$ cat config.mk
export PLATFORM = sky130hd
export DESIGN_NAME = peak_mon
export DESIGN_NICKNAME = d
export VERILOG_FILES = /design/src/rtl/peak_mon_pkg.sv /design/src/rtl/peak_rectify.sv /design/src/rtl/peak_flag.sv /design/src/rtl/peak_hold.sv /design/src/rtl/peak_mon.sv
export SDC_FILE = /design/constraint.sdc
export NUM_CORES = 1
export LEC_CHECK = 0
export ABC_AREA = 1
export BUFFER_PORTS_ARGS = -buffer_cell sky130_fd_sc_hd__buf_2
export CAP_MARGIN = 20
export CORE_MARGIN = 3
export CORE_UTILIZATION = 45
export DETAILED_ROUTE_END_ITERATION = 6
export GPL_TIMING_DRIVEN = 0
export PLACE_DENSITY = 0.67
export SKIP_LAST_GASP = 1
export SLEW_MARGIN = 10
export SYNTH_ARGS = -nofsm -noshare
export SYNTH_HDL_FRONTEND = slang
export SYNTH_SLANG_ARGS = --single-unit
$ cat constraint.sdc
create_clock -name clk -period 3.2 [get_ports clk]
set_input_delay 0.32 -clock clk [delete_from_list [all_inputs] [get_ports clk]]
set_output_delay 0.32 -clock clk [all_outputs]
set_load 0.05 [all_outputs]
$ cat src/rtl/peak_mon_pkg.sv
package peak_mon_pkg;
  localparam int NCH  = 2;
  localparam int CH_V = 0;
  localparam int CH_I = 1;
endpackage

$ cat src/rtl/peak_rectify.sv
module peak_rectify #(
  parameter int W = 24
) (
  input  logic [W-1:0] smp,
  output logic [W-1:0] mag
);
  localparam logic [W-1:0] MOST_NEG = {1'b1, {(W-1){1'b0}}};
  localparam logic [W-1:0] MOST_POS = {1'b0, {(W-1){1'b1}}};

  always_comb begin
    if (!smp[W-1])           mag = smp;
    else if (smp == MOST_NEG) mag = MOST_POS;
    else                      mag = -smp;
  end
endmodule

$ cat src/rtl/peak_flag.sv
module peak_flag #(
  parameter int W  = 24,
  parameter int LW = 16
) (
  input  logic          clk,
  input  logic          rst_n,
  input  logic          vld,
  input  logic [W-1:0]  mag,
  input  logic [LW-1:0] lvl,
  input  logic          clr,
  output logic          flag
);
  logic over;
  logic flag_en;
  logic flag_nxt;
  logic flag_q;

  always_comb begin
    over     = vld && (mag[W-1 -: LW] > lvl);
    flag_en  = over || clr;
    flag_nxt = over;
  end

  always_ff @(posedge clk or negedge rst_n) begin
    if (!rst_n)       flag_q <= 1'b0;
    else if (flag_en) flag_q <= flag_nxt;
  end

  assign flag = flag_q;
endmodule

$ cat src/rtl/peak_hold.sv
module peak_hold #(
  parameter int W = 24
) (
  input  logic         clk,
  input  logic         rst_n,
  input  logic         vld,
  input  logic [W-1:0] mag,
  input  logic         rd,
  output logic [W-1:0] rec
);
  logic         bigger;
  logic         rec_en;
  logic [W-1:0] rec_nxt;
  logic [W-1:0] rec_q;

  always_comb begin
    bigger = vld && (mag > rec_q);
    rec_en = rd || bigger;
    if (rd) rec_nxt = vld ? mag : '0;
    else    rec_nxt = mag;
  end

  always_ff @(posedge clk or negedge rst_n) begin
    if (!rst_n)      rec_q <= '0;
    else if (rec_en) rec_q <= rec_nxt;
  end

  assign rec = rec_q;
endmodule

$ cat src/rtl/peak_mon.sv
module peak_mon
  import peak_mon_pkg::*;
#(
  parameter int SMP_W = 24,
  parameter int LVL_W = 16
) (
  input  logic             clk,
  input  logic             rst_n,
  input  logic [SMP_W-1:0] v_smp,
  input  logic             v_vld,
  input  logic [SMP_W-1:0] i_smp,
  input  logic             i_vld,
  input  logic [LVL_W-1:0] v_lvl,
  input  logic [LVL_W-1:0] i_lvl,
  input  logic             v_irq_en,
  input  logic             i_irq_en,
  input  logic             stat_rd,
  input  logic             v_rec_rd,
  input  logic             i_rec_rd,
  output logic             v_flag,
  output logic             i_flag,
  output logic             irq,
  output logic [SMP_W-1:0] v_rec,
  output logic [SMP_W-1:0] i_rec
);
  logic [SMP_W-1:0] smp_a [NCH];
  logic [LVL_W-1:0] lvl_a [NCH];
  logic [SMP_W-1:0] mag_a [NCH];
  logic [SMP_W-1:0] rec_a [NCH];
  logic [NCH-1:0]   vld_v;
  logic [NCH-1:0]   rd_v;
  logic [NCH-1:0]   en_v;
  logic [NCH-1:0]   flag_v;

  always_comb begin
    smp_a[CH_V] = v_smp;
    smp_a[CH_I] = i_smp;
    lvl_a[CH_V] = v_lvl;
    lvl_a[CH_I] = i_lvl;
    vld_v[CH_V] = v_vld;
    vld_v[CH_I] = i_vld;
    rd_v[CH_V]  = v_rec_rd;
    rd_v[CH_I]  = i_rec_rd;
    en_v[CH_V]  = v_irq_en;
    en_v[CH_I]  = i_irq_en;
  end

  for (genvar c = 0; c < NCH; c++) begin : g_ch
    peak_rectify #(.W(SMP_W)) u_rect (
      .smp (smp_a[c]),
      .mag (mag_a[c])
    );
    peak_flag #(.W(SMP_W), .LW(LVL_W)) u_flag (
      .clk   (clk),
      .rst_n (rst_n),
      .vld   (vld_v[c]),
      .mag   (mag_a[c]),
      .lvl   (lvl_a[c]),
      .clr   (stat_rd),
      .flag  (flag_v[c])
    );
    peak_hold #(.W(SMP_W)) u_hold (
      .clk   (clk),
      .rst_n (rst_n),
      .vld   (vld_v[c]),
      .mag   (mag_a[c]),
      .rd    (rd_v[c]),
      .rec   (rec_a[c])
    );
  end

  assign irq    = |(flag_v & en_v);
  assign v_flag = flag_v[CH_V];
  assign i_flag = flag_v[CH_I];
  assign v_rec  = rec_a[CH_V];
  assign i_rec  = rec_a[CH_I];
endmodule

== Word level (Yosys, flattened, before mapping) ==
Cells that the tools add are included.

* Multipliers: 0
* Bitwise gates (word level): 1
* Reduce and logical (&&, ||, !) cells: 9
* Shift operators: 0
* $add $sub $neg: 2
* Order comparisons: 4
* Mux-type cells: 8
* Equality and inequality tests: 2
* Div/mod/pow operators: 0

{| class="wikitable"
|+ Operator list
! operator !! count
|-
| $mux 24 || 8
|-
| $eq 24x24->1 const B || 2
|-
| $gt 24x24->1 || 2
|-
| $neg 24->24 || 2
|-
| $gt 16x16->1 || 2
|-
| $logic_and 1x1->1 || 4
|-
| $logic_or 1x1->1 || 4
|-
| $and 2x2->2 || 1
|-
| $reduce_or 2->1 || 1
|}

* Output and inout port bits: 51
* Memories kept: 0
* Bits in latches: 0
* Memory bits (writable): 0
* Register bits: 50
* Word-level logic and storage cells: 30
* Input port bits: 89
* ROM bits: 0

== Longest topological paths before layout ==
Gate-level depths: netlist (run 1).

* Word-level depth: 6
* Gate-level depth with buffers: 22
* Mapped depth without buffers: 21

== Hierarchy ==
A second synthesis (run 1) with hierarchy kept.

* Cells, all modules: 1035
* Area total of the unflattened synthesis: 6369.9 µm²

{| class="wikitable"
|+ Modules (own cells, without submodules)
! module !! seq. area each (µm²) !! area each (µm²) !! cells each !! times used
|-
| peak_hold || 600.6 || 1823.0 || 267 || 2
|-
| peak_rectify || 0.0 || 879.6 || 172 || 2
|-
| peak_flag || 25.0 || 476.7 || 77 || 2
|-
| peak_mon || 0.0 || 11.3 || 3 || 1
|}

== Worst setup path after synthesis (run 1) ==
OpenSTA, ideal clock, no wires.

* Path kind: input to register
* Start point: input i_smp[0]
* End point: register g_ch[1].u_hold.rec_q[16]
* Data required time: 3082 ps
* Setup time: 118 ps
* Path buffers: 1
* Slack: 539 ps
* Cell stages on the path: 19
* Arrival: 2543 ps
* Path through: inv_1 > ha_1 > nand3_1 > nor2_2 > nand3_2 > o21ai_0 > or2_2 > nand3_1 > ha_1 > nand2_1 > nor2_1 > nand2_1 > nor2_1 > a21oi_1 > nand2_2 > nand2_2 > buf_6 > nand2_1 > nand2_1

* Word-level cells in the longest chain between the ends: 6
* Elaborated cells between the ends (all ways): 9
* Classes of those cells: add/sub: 1; order compare: 1; eq/ne: 1; mux: 4; reduce/logical: 2

{| class="wikitable"
|+ RTL lines
! what !! RTL line !! RTL
|-
| from (decl) || peak_mon.sv:11 || <nowiki>input logic [SMP_W-1:0] i_smp,</nowiki>
|-
| $neg 24->24 / $eq 24x24->1 (equally long branches) || peak_rectify.sv:13, peak_rectify.sv:12 ||
|-
| $mux 24 || peak_rectify.sv:12 || <nowiki>else if (smp == MOST_NEG) mag = MOST_POS;</nowiki>
|-
| $mux 24 (*) || peak_rectify.sv:11 || <nowiki>if (!smp[W-1]) mag = smp;</nowiki>
|-
| $gt 24x24->1 || peak_hold.sv:17 || <nowiki>bigger = vld && (mag > rec_q);</nowiki>
|-
| $logic_and 1x1->1 || peak_hold.sv:17 ||
|-
| $logic_or 1x1->1 || peak_hold.sv:18 || <nowiki>rec_en = rd || bigger;</nowiki>
|-
| to (signal assigned) || peak_hold.sv:25 || <nowiki>else if (rec_en) rec_q <= rec_nxt;</nowiki>
|-
| to (decl) || peak_hold.sv:14 || <nowiki>logic [W-1:0] rec_q;</nowiki>
|}

Every way passes the cells marked *; elsewhere a longest branch is shown, timed or not.
A chain may end at the register's enable or synchronous reset.

== Worst setup path after layout (run 1) ==
* Start point: input v_smp[0]
* End point: register g_ch[0].u_hold.rec_q[1]

* Word-level cells in the longest chain between the ends: 6
* Elaborated cells between the ends (all ways): 9
* Classes of those cells: add/sub: 1; order compare: 1; eq/ne: 1; mux: 4; reduce/logical: 2

{| class="wikitable"
|+ RTL lines
! what !! RTL line !! RTL
|-
| from (decl) || peak_mon.sv:9 || <nowiki>input logic [SMP_W-1:0] v_smp,</nowiki>
|-
| $neg 24->24 / $eq 24x24->1 (equally long branches) || peak_rectify.sv:13, peak_rectify.sv:12 ||
|-
| $mux 24 || peak_rectify.sv:12 ||
|-
| $mux 24 (*) || peak_rectify.sv:11 ||
|-
| $gt 24x24->1 || peak_hold.sv:17 ||
|-
| $logic_and 1x1->1 || peak_hold.sv:17 ||
|-
| $logic_or 1x1->1 || peak_hold.sv:18 ||
|-
| to (signal assigned) || peak_hold.sv:25 ||
|-
| to (decl) || peak_hold.sv:14 ||
|}

Marks and branches as above.

==> results of run 1 <==
==> cells by family after synthesis <==
logic type                 after synthesis
AOI/OAI and AO/OA                       93
xor gates and xnor gates                 7
adders and majority gates               80
buffers and inverters                  182
DFF                                     50
and+or+nand+nor                        520
==> what timing repair did <==
action / 4_1_cts / 5_1_grt
endpoints found under the setup margin: 0 / 32
setup buffers: 0 / 0
gates resized for setup: 0 / 7
==> worst max-delay path: cells and delay by family <==
family | cells | cell delay [ns]
AOI/OAI and AO/OA | 2 | 0.18
adders and majority gates | 2 | 0.48
buffers and inverters | 5 | 0.56
and+or+nand+nor | 12 | 1.60
==> per-stage QoR <==
| stage | utilization (%) | hold WS [ns] | power (mW) | area, um2 |
|---|---|---|---|---|
| after floorplan | - | 0.0244 | 1.91 | 5990 |
| after global placement | 53.7 | 0.494 | 2.30 | 6890 |
| after detailed placement | 53.9 | 0.363 | 2.32 | 6910 |
| after CTS | 54.9 | 0.0633 | 2.84 | 7040 |
| after global routing | 55.1 | 0.0818 | 3.05 | 7070 |
| final | 55.1 | 0.0366 | 2.82 | 7070 |
==> layer usage <==
layer | part of all wire, % | GRT usage, % | vias up
li1 | - | - | 3277
met5 | 0 | 0 | -
met3 | 5.1 | 2.24 | 11
met1 | 45 | 27.8 | 2707
met2 | 49 | 39.2 | 154
met4 | 0.96 | 4.41 | 0
==> synthesized netlist by cell type, types with 2 or more instances <==
library cell	instances	area (um2)
sky130_fd_sc_hd__nand4_2	2	25.0
sky130_fd_sc_hd__inv_2	4	15.0
sky130_fd_sc_hd__nand2_2	8	50.1
sky130_fd_sc_hd__inv_4	3	18.8
sky130_fd_sc_hd__o21ai_1	2	10.0
sky130_fd_sc_hd__a21oi_2	2	17.5
sky130_fd_sc_hd__a21o_1	2	15.0
sky130_fd_sc_hd__nand4_1	8	50.1
sky130_fd_sc_hd__dfrtp_1	50	1250
sky130_fd_sc_hd__nor3_1	3	15.0
sky130_fd_sc_hd__buf_6	6	67.6
sky130_fd_sc_hd__inv_1	150	563
sky130_fd_sc_hd__o21ai_2	4	35.0
sky130_fd_sc_hd__clkinv_1	2	7.51
sky130_fd_sc_hd__or2_2	6	37.5
sky130_fd_sc_hd__nand3_2	15	150
sky130_fd_sc_hd__nor2_2	7	43.8
sky130_fd_sc_hd__nand3_1	103	515
sky130_fd_sc_hd__a21oi_1	46	230
sky130_fd_sc_hd__o21ai_0	29	145
sky130_fd_sc_hd__buf_4	3	22.5
sky130_fd_sc_hd__nor4_1	2	12.5
sky130_fd_sc_hd__nor2_1	92	345
sky130_fd_sc_hd__nor2_4	2	22.5
sky130_fd_sc_hd__clkbuf_1	6	22.5
sky130_fd_sc_hd__xor2_1	7	61.3
sky130_fd_sc_hd__nand3b_1	6	45.0
sky130_fd_sc_hd__nand3_4	2	35.0
sky130_fd_sc_hd__ha_1	80	1000
sky130_fd_sc_hd__o211ai_1	2	15.0
sky130_fd_sc_hd__nand2_1	256	961
sky130_fd_sc_hd__buf_2	7	35.0
==> registers in the layout, indices dropped and copies added (netlist names) <==
register          cells
g_ch.u_flag.flag      2
g_ch.u_hold.rec      48
==> cell type report <==
cell class                      instances  area [um2]
Fill cell                            1348        5760
Multi-Input combinational cell        700        4000
Sequential cell                        50        1250
Timing Repair Buffer                  138         706
Inverter                              159         604
Tap cell                              172         215
Buffer                                 23         156
Clock buffer                            7         133
==> worst paths after layout <==
check	from	to	slack, ns	depth (start not counted)
min in group clk	stat_rd	g_ch[0].u_flag.flag$_DFFE_PN0P_	0.27	4
worst min register to register	g_ch[1].u_flag.flag$_DFFE_PN0P_	g_ch[1].u_flag.flag$_DFFE_PN0P_	0.51	2
worst max register to register	g_ch[0].u_hold.rec[7]$_DFFE_PN0P_	g_ch[0].u_hold.rec[1]$_DFFE_PN0P_	1.07	12
worst max-delay path	v_smp[0]	g_ch[0].u_hold.rec[1]$_DFFE_PN0P_	0.24	21
worst min-delay path	rst_n	g_ch[1].u_hold.rec[17]$_DFFE_PN0P_	0.04	1
max in group asynchronous	rst_n	g_ch[0].u_hold.rec[13]$_DFFE_PN0P_	2.60	2
==> cells in the final DEF (no fill, tap or decap), types with 8 or more instances in the layout <==
| cell | synthesis | final |
|---|---|---|
| sky130_fd_sc_hd__a21oi_1 | 46 | 46 |
| sky130_fd_sc_hd__buf_2 | 7 | 142 |
| sky130_fd_sc_hd__clkbuf_1 | 6 | 8 |
| sky130_fd_sc_hd__dfrtp_1 | 50 | 50 |
| sky130_fd_sc_hd__ha_1 | 80 | 80 |
| sky130_fd_sc_hd__inv_1 | 150 | 150 |
| sky130_fd_sc_hd__nand2_1 | 256 | 256 |
| sky130_fd_sc_hd__nand3_1 | 103 | 102 |
| sky130_fd_sc_hd__nand3_2 | 15 | 16 |
| sky130_fd_sc_hd__nand4_1 | 8 | 8 |
| sky130_fd_sc_hd__nor2_1 | 92 | 92 |
| sky130_fd_sc_hd__o21ai_0 | 29 | 28 |
==> power breakdown <==
group	internal (mW)	switching, mW
sequential	0.738	0.0843
combinational	0.458	1.02
clock	0.287	0.230
==> flow_metrics.env, run 1 <==
export IMPL_critical_path_required_ns=3.38
export IMPL_dr_wl_cell_um=12.9
export IMPL_leakage_nw=4.15
export IMPL_hold_buffers=0
export IMPL_pin_count=140
export IMPL_timing_critical_path_mode_cell="sky130_fd_sc_hd__nand2_1"
export IMPL_firstDrtPassIters=5
export IMPL_die_area_um2=14700
export IMPL_synth_compound_area_share_pct=8.73
export IMPL_grt_util_all_layers_pct=21.6
export IMPL_setup_worst_path_class="input pin to flip-flop"
export IMPL_slowest_stage="sky130_fd_sc_hd__ha_1"
export IMPL_fin_tns_setup_ns=0
export IMPL_placement_rows=41
export IMPL_min_period_over_period_pct=92.7
export IMPL_netlist_cell_type_count=47
export IMPL_timing_final_setup_violations=0
export IMPL_drive_above_1_share_pct=20.5
export IMPL_nets=1246
export IMPL_post_synth_inst_count=932
export IMPL_fin_cells=1249
export IMPL_synth_fa_ha_area_share_pct=16.7
export IMPL_tritoncts="yes"
export IMPL_crit_path_cell_trace="buf_2 -> inv_1 -> ha_1 -> nand3_1 -> nor2_4 -> nand2_1 -> nand2_1 -> a21oi_1 -> nor2_1 -> inv_1 -> ha_1 -> nand2_1 -> inv_1 -> nand3_1 -> nor3_2 -> a21oi_1 -> nand2_2 -> nand2_4 -> buf_4 -> nand2_1 -> nand2_1"
export IMPL_final_max_slew_viol_count=0
export IMPL_yosys_area_share_xor_xnor_pct=1.02
export IMPL_postSynthAreaPerCell_um2=6.43
export IMPL_grt_pass1_vias=5542
export IMPL_setup_worst_path_start_class="input pin"
export IMPL_dieHeight_um=121
export IMPL_global_route_wire_length_before_repair_um=26000
export IMPL_place_port_buffers=137
export IMPL_first_iter_violations=319
export IMPL_tightest_slew_ns=0.620
export IMPL_n_antenna_cell=0
export IMPL_critPathMaxStageDelay_ns=0.28
export IMPL_cts_path_max_buffers=2
export IMPL_synth_top_family_by_area="simple AND/OR/NAND/NOR gates"
export IMPL_synth_mux_area_share_pct=0
export IMPL_synth_seq_cells=50
export IMPL_postLayoutSetupSlackWorst_ns=0.235
export IMPL_vias_after_detailed_routing=6149
export IMPL_hp_class="input pin to asynchronous set/reset pin"
export IMPL_core_box_area_um2=12800
export IMPL_number_of_instances_in_the_placed_design=1242
export IMPL_layout_min_cycle_time_ns=2.96
export IMPL_dieWidth_um=121
export IMPL_drc=0
export IMPL_grt_setup_unrepaired="false"
export IMPL_async_flop_share_pct=100
export IMPL_finalHoldViolations=0
export IMPL_ys_warn_count=0
export IMPL_detail_route_vias_per_cell=4.92
export IMPL_later_pin_clock_latency_in_the_skew_report_ns=0.29
export IMPL_worstPathMaxFanout=10
export IMPL_synth_simple_area_share_pct=40.0
export IMPL_mappedNetlistArea_um2=5990
export IMPL_cts_reportedPaths_clkPinSlew_ns=0.07
export IMPL_worstPathArrival_ns=3.14
export IMPL_synthToLayoutAreaGrowth_pct=18.0
export IMPL_finalClockSkew_ns=0.00333
export IMPL_place_worst_setup_slack_ns=-0.180
export IMPL_status="complete, no violations"
export IMPL_achievable_frequency_mhz=337
export IMPL_number_of_h_tree_branching_levels=2
export IMPL_totalWireLength_um=16100
export IMPL_relSlewSlack_pct=58.6
export IMPL_final_antenna_net_count=0
export IMPL_grt_ovfl_total=0
export IMPL_clock_sink_count=50
export IMPL_antenna_found_initial=0
export IMPL_synth_yosys_seq_area_share_pct=20.9
export IMPL_gp_weighted_congestion=0.896
export IMPL_synth_enable_flop_cells=0
export IMPL_cts_inserted_buffers=5
export IMPL_initial_core_util_pct=46.7
export IMPL_cellPowerDensity_nw_per_um2=399
export IMPL_cts_root_buffer_cell="sky130_fd_sc_hd__clkbuf_16"
export IMPL_grt_max_degree=28
export IMPL_flip_flop_cell_with_the_highest_count_after_synthesis="sky130_fd_sc_hd__dfrtp_1"
export IMPL_detailed_place_hpwl_um=13600
export IMPL_end_kind="flip-flop"
export IMPL_postSynthNetCount=1101
export IMPL_max_cap_viol_count=0
export IMPL_irDropWorstVdd_uv=195
Power figures use the tool's default switching activity.
==> inputs of run 2 (changes only) <==
Clock period 3.2 ns to 3 ns, I/O delays scaled along.
==> run 2 against run 1 <==
  * Register-to-register slack worse by 0.09 ns
  * Sequential share of layout area down 0.31 points
  * Critical endpoint unchanged
  * Routed wire length up 1.4%
==> flow_metrics.env, run 2 (synthesized netlist as in run 1, its figures left out) <==
export IMPL_status="complete, no violations"
export IMPL_crit_path_cell_trace="buf_2 -> inv_1 -> ha_2 -> nand3_2 -> nor2_4 -> nand2_1 -> nor2_1 -> nand2_1 -> nor4b_2 -> ha_1 -> nand2_1 -> inv_1 -> nand3_1 -> nor3_2 -> nand2_1 -> nand3_1 -> nand2_4 -> clkbuf_4 -> nand3_1 -> nand2_1"
export IMPL_hp_class="input pin to asynchronous set/reset pin"
export IMPL_cts_root_buffer_cell="sky130_fd_sc_hd__clkbuf_16"
export IMPL_dieHeight_um=121
export IMPL_cts_inserted_buffers=5
export IMPL_antenna_found_initial=0
export IMPL_max_cap_viol_count=0
export IMPL_die_area_um2=14700
export IMPL_place_port_buffers=137
export IMPL_setup_worst_path_class="input pin to flip-flop"
export IMPL_nets=1250
export IMPL_leading_cell_types_in_the_layout_fill_and_taps_excluded="255 x sky130_fd_sc_hd__nand2_1, 149 x sky130_fd_sc_hd__inv_1, 141 x sky130_fd_sc_hd__buf_2"
export IMPL_initial_core_util_pct=46.7
export IMPL_core_box_area_um2=12800
export IMPL_achievable_frequency_mhz=358
export IMPL_cts_reportedPaths_clkPinSlew_ns=0.06
export IMPL_synthToLayoutAreaGrowth_pct=20.1
export IMPL_timing_critical_path_mode_cell="sky130_fd_sc_hd__nand2_1"
export IMPL_grt_max_degree=28
export IMPL_final_max_slew_viol_count=0
export IMPL_dr_wl_cell_um=13.0
export IMPL_dieWidth_um=121
export IMPL_detail_route_vias_per_cell=4.96
export IMPL_layout_min_cycle_time_ns=2.79
export IMPL_number_of_h_tree_branching_levels=2
export IMPL_pin_count=140
export IMPL_critical_path_buf_inv_count=4
export IMPL_place_worst_setup_slack_ns=-0.360
export IMPL_global_route_wire_length_before_repair_um=26000
export IMPL_fin_tns_setup_ns=0
export IMPL_clock_sink_count=50
export IMPL_relSlewSlack_pct=58.5
export IMPL_n_antenna_cell=0
export IMPL_grt_ovfl_total=0
export IMPL_timing_final_setup_violations=0
export IMPL_later_pin_clock_latency_in_the_skew_report_ns=0.29
export IMPL_setup_worst_path_start_class="input pin"
export IMPL_drive_above_1_share_pct=22.1
export IMPL_final_antenna_net_count=0
export IMPL_grt_util_all_layers_pct=21.6
export IMPL_placement_rows=41
export IMPL_min_period_over_period_pct=93.2
export IMPL_tritoncts="yes"
export IMPL_firstDrtPassIters=5
export IMPL_worstPathArrival_ns=2.97
export IMPL_drc=0
export IMPL_cellPowerDensity_nw_per_um2=422
export IMPL_critical_path_required_ns=3.18
export IMPL_cts_path_max_buffers=2
export IMPL_irDropWorstVdd_uv=206
export IMPL_vias_after_detailed_routing=6220
export IMPL_finalClockSkew_ns=0.00336
export IMPL_flip_flop_count_of_the_largest_register_after_layout=48
export IMPL_critPathMaxStageDelay_ns=0.29
export IMPL_totalWireLength_um=16300
export IMPL_gp_weighted_congestion=0.896
export IMPL_slowest_stage="sky130_fd_sc_hd__ha_1"
export IMPL_delay_heaviest_family_cp="simple AND/OR/NAND/NOR gates"
export IMPL_leakage_nw=4.19
export IMPL_grt_pass1_vias=5533
export IMPL_first_iter_violations=316
export IMPL_detailed_place_hpwl_um=13600
export IMPL_postLayoutSetupSlackWorst_ns=0.205
export IMPL_worstPathMaxFanout=10
export IMPL_finalHoldViolations=0
export IMPL_end_kind="flip-flop"
export IMPL_mostFrequentLayoutCell="sky130_fd_sc_hd__nand2_1"
export IMPL_tightest_slew_ns=0.623
## run 2: cell types whose count changed in the layout (fill, tap and decap cells not counted), moves of 2 or more
cell                      previous run  this run
sky130_fd_sc_hd__nand2_4             2         5
sky130_fd_sc_hd__nor2_1             92        89
sky130_fd_sc_hd__buf_4               3         5
sky130_fd_sc_hd__ha_1               80        78
sky130_fd_sc_hd__ha_2                0         2
sky130_fd_sc_hd__nand2_2             7         5
sky130_fd_sc_hd__nand3_1           102       100
sky130_fd_sc_hd__nor2_2              5         7
## run 2: through the flow
step	area [um2]	power [mW]	utilization, %	instances	hold slack (ns)
finish	7190	3.03	56.1	1253	0.0175
global route	7190	3.28	56.1	1253	0.0618
CTS	7050	3.04	55.0	1249	0.0433
detailed placement	6910	2.47	53.9	1242	0.343
global placement	6890	2.45	53.7	1241	0.494
floorplan	5990	2.03	-	932	0.00441
## run 2: area by class of cell
class / count / area [um2]
plain buffers: 23 / 163
clock buffers: 7 / 133
fillers: 1337 / 5630
inverters: 159 / 604
multi-input cells: 700 / 4080
flip-flops and latches: 50 / 1250
well taps: 172 / 215
repair buffers: 142 / 748
## run 2: path summary, 6_finish.rpt
| kind | slack [ns] | startpoint | cells past startpoint | to |
|---|---|---|---|---|
| worst min-delay path | 0.02 | rst_n | 1 | g_ch[1].u_hold.rec[17]$_DFFE_PN0P_ |
| max in group asynchronous | 2.42 | rst_n | 2 | g_ch[0].u_hold.rec[13]$_DFFE_PN0P_ |
| worst max-delay path | 0.21 | v_smp[0] | 20 | g_ch[0].u_hold.rec[1]$_DFFE_PN0P_ |
| min in group clk | 0.25 | stat_rd | 4 | g_ch[0].u_flag.flag$_DFFE_PN0P_ |
| worst min register to register | 0.51 | g_ch[0].u_flag.flag$_DFFE_PN0P_ | 2 | g_ch[0].u_flag.flag$_DFFE_PN0P_ |
| worst max register to register | 0.98 | g_ch[0].u_hold.rec[15]$_DFFE_PN0P_ | 12 | g_ch[0].u_hold.rec[1]$_DFFE_PN0P_ |
## run 2: metal layers
metal	wire, um	track usage [%]	up-vias
li1	-	-	3287
met1	7320	27.8	2759
met2	8050	39.2	159
met3	780	2.24	15
met4	177	4.34	0
met5	0	0	-
## run 2: power breakdown
part	internal, mW	total (mW)	switching (mW)	leakage [nW]
sequential	0.787	0.878	0.0904	0.639
clock	0.306	0.550	0.244	0.0640
combinational	0.500	1.61	1.11	3.49
## run 2: repair_timing
action / 4_1_cts / 5_1_grt
endpoints found under the setup margin: 20 / 50
hold buffers: 0 / 0
setup buffers: 0 / 4
gates cloned: 0 / 0
resized for setup: 2 / 26
pin swaps: 0 / 9
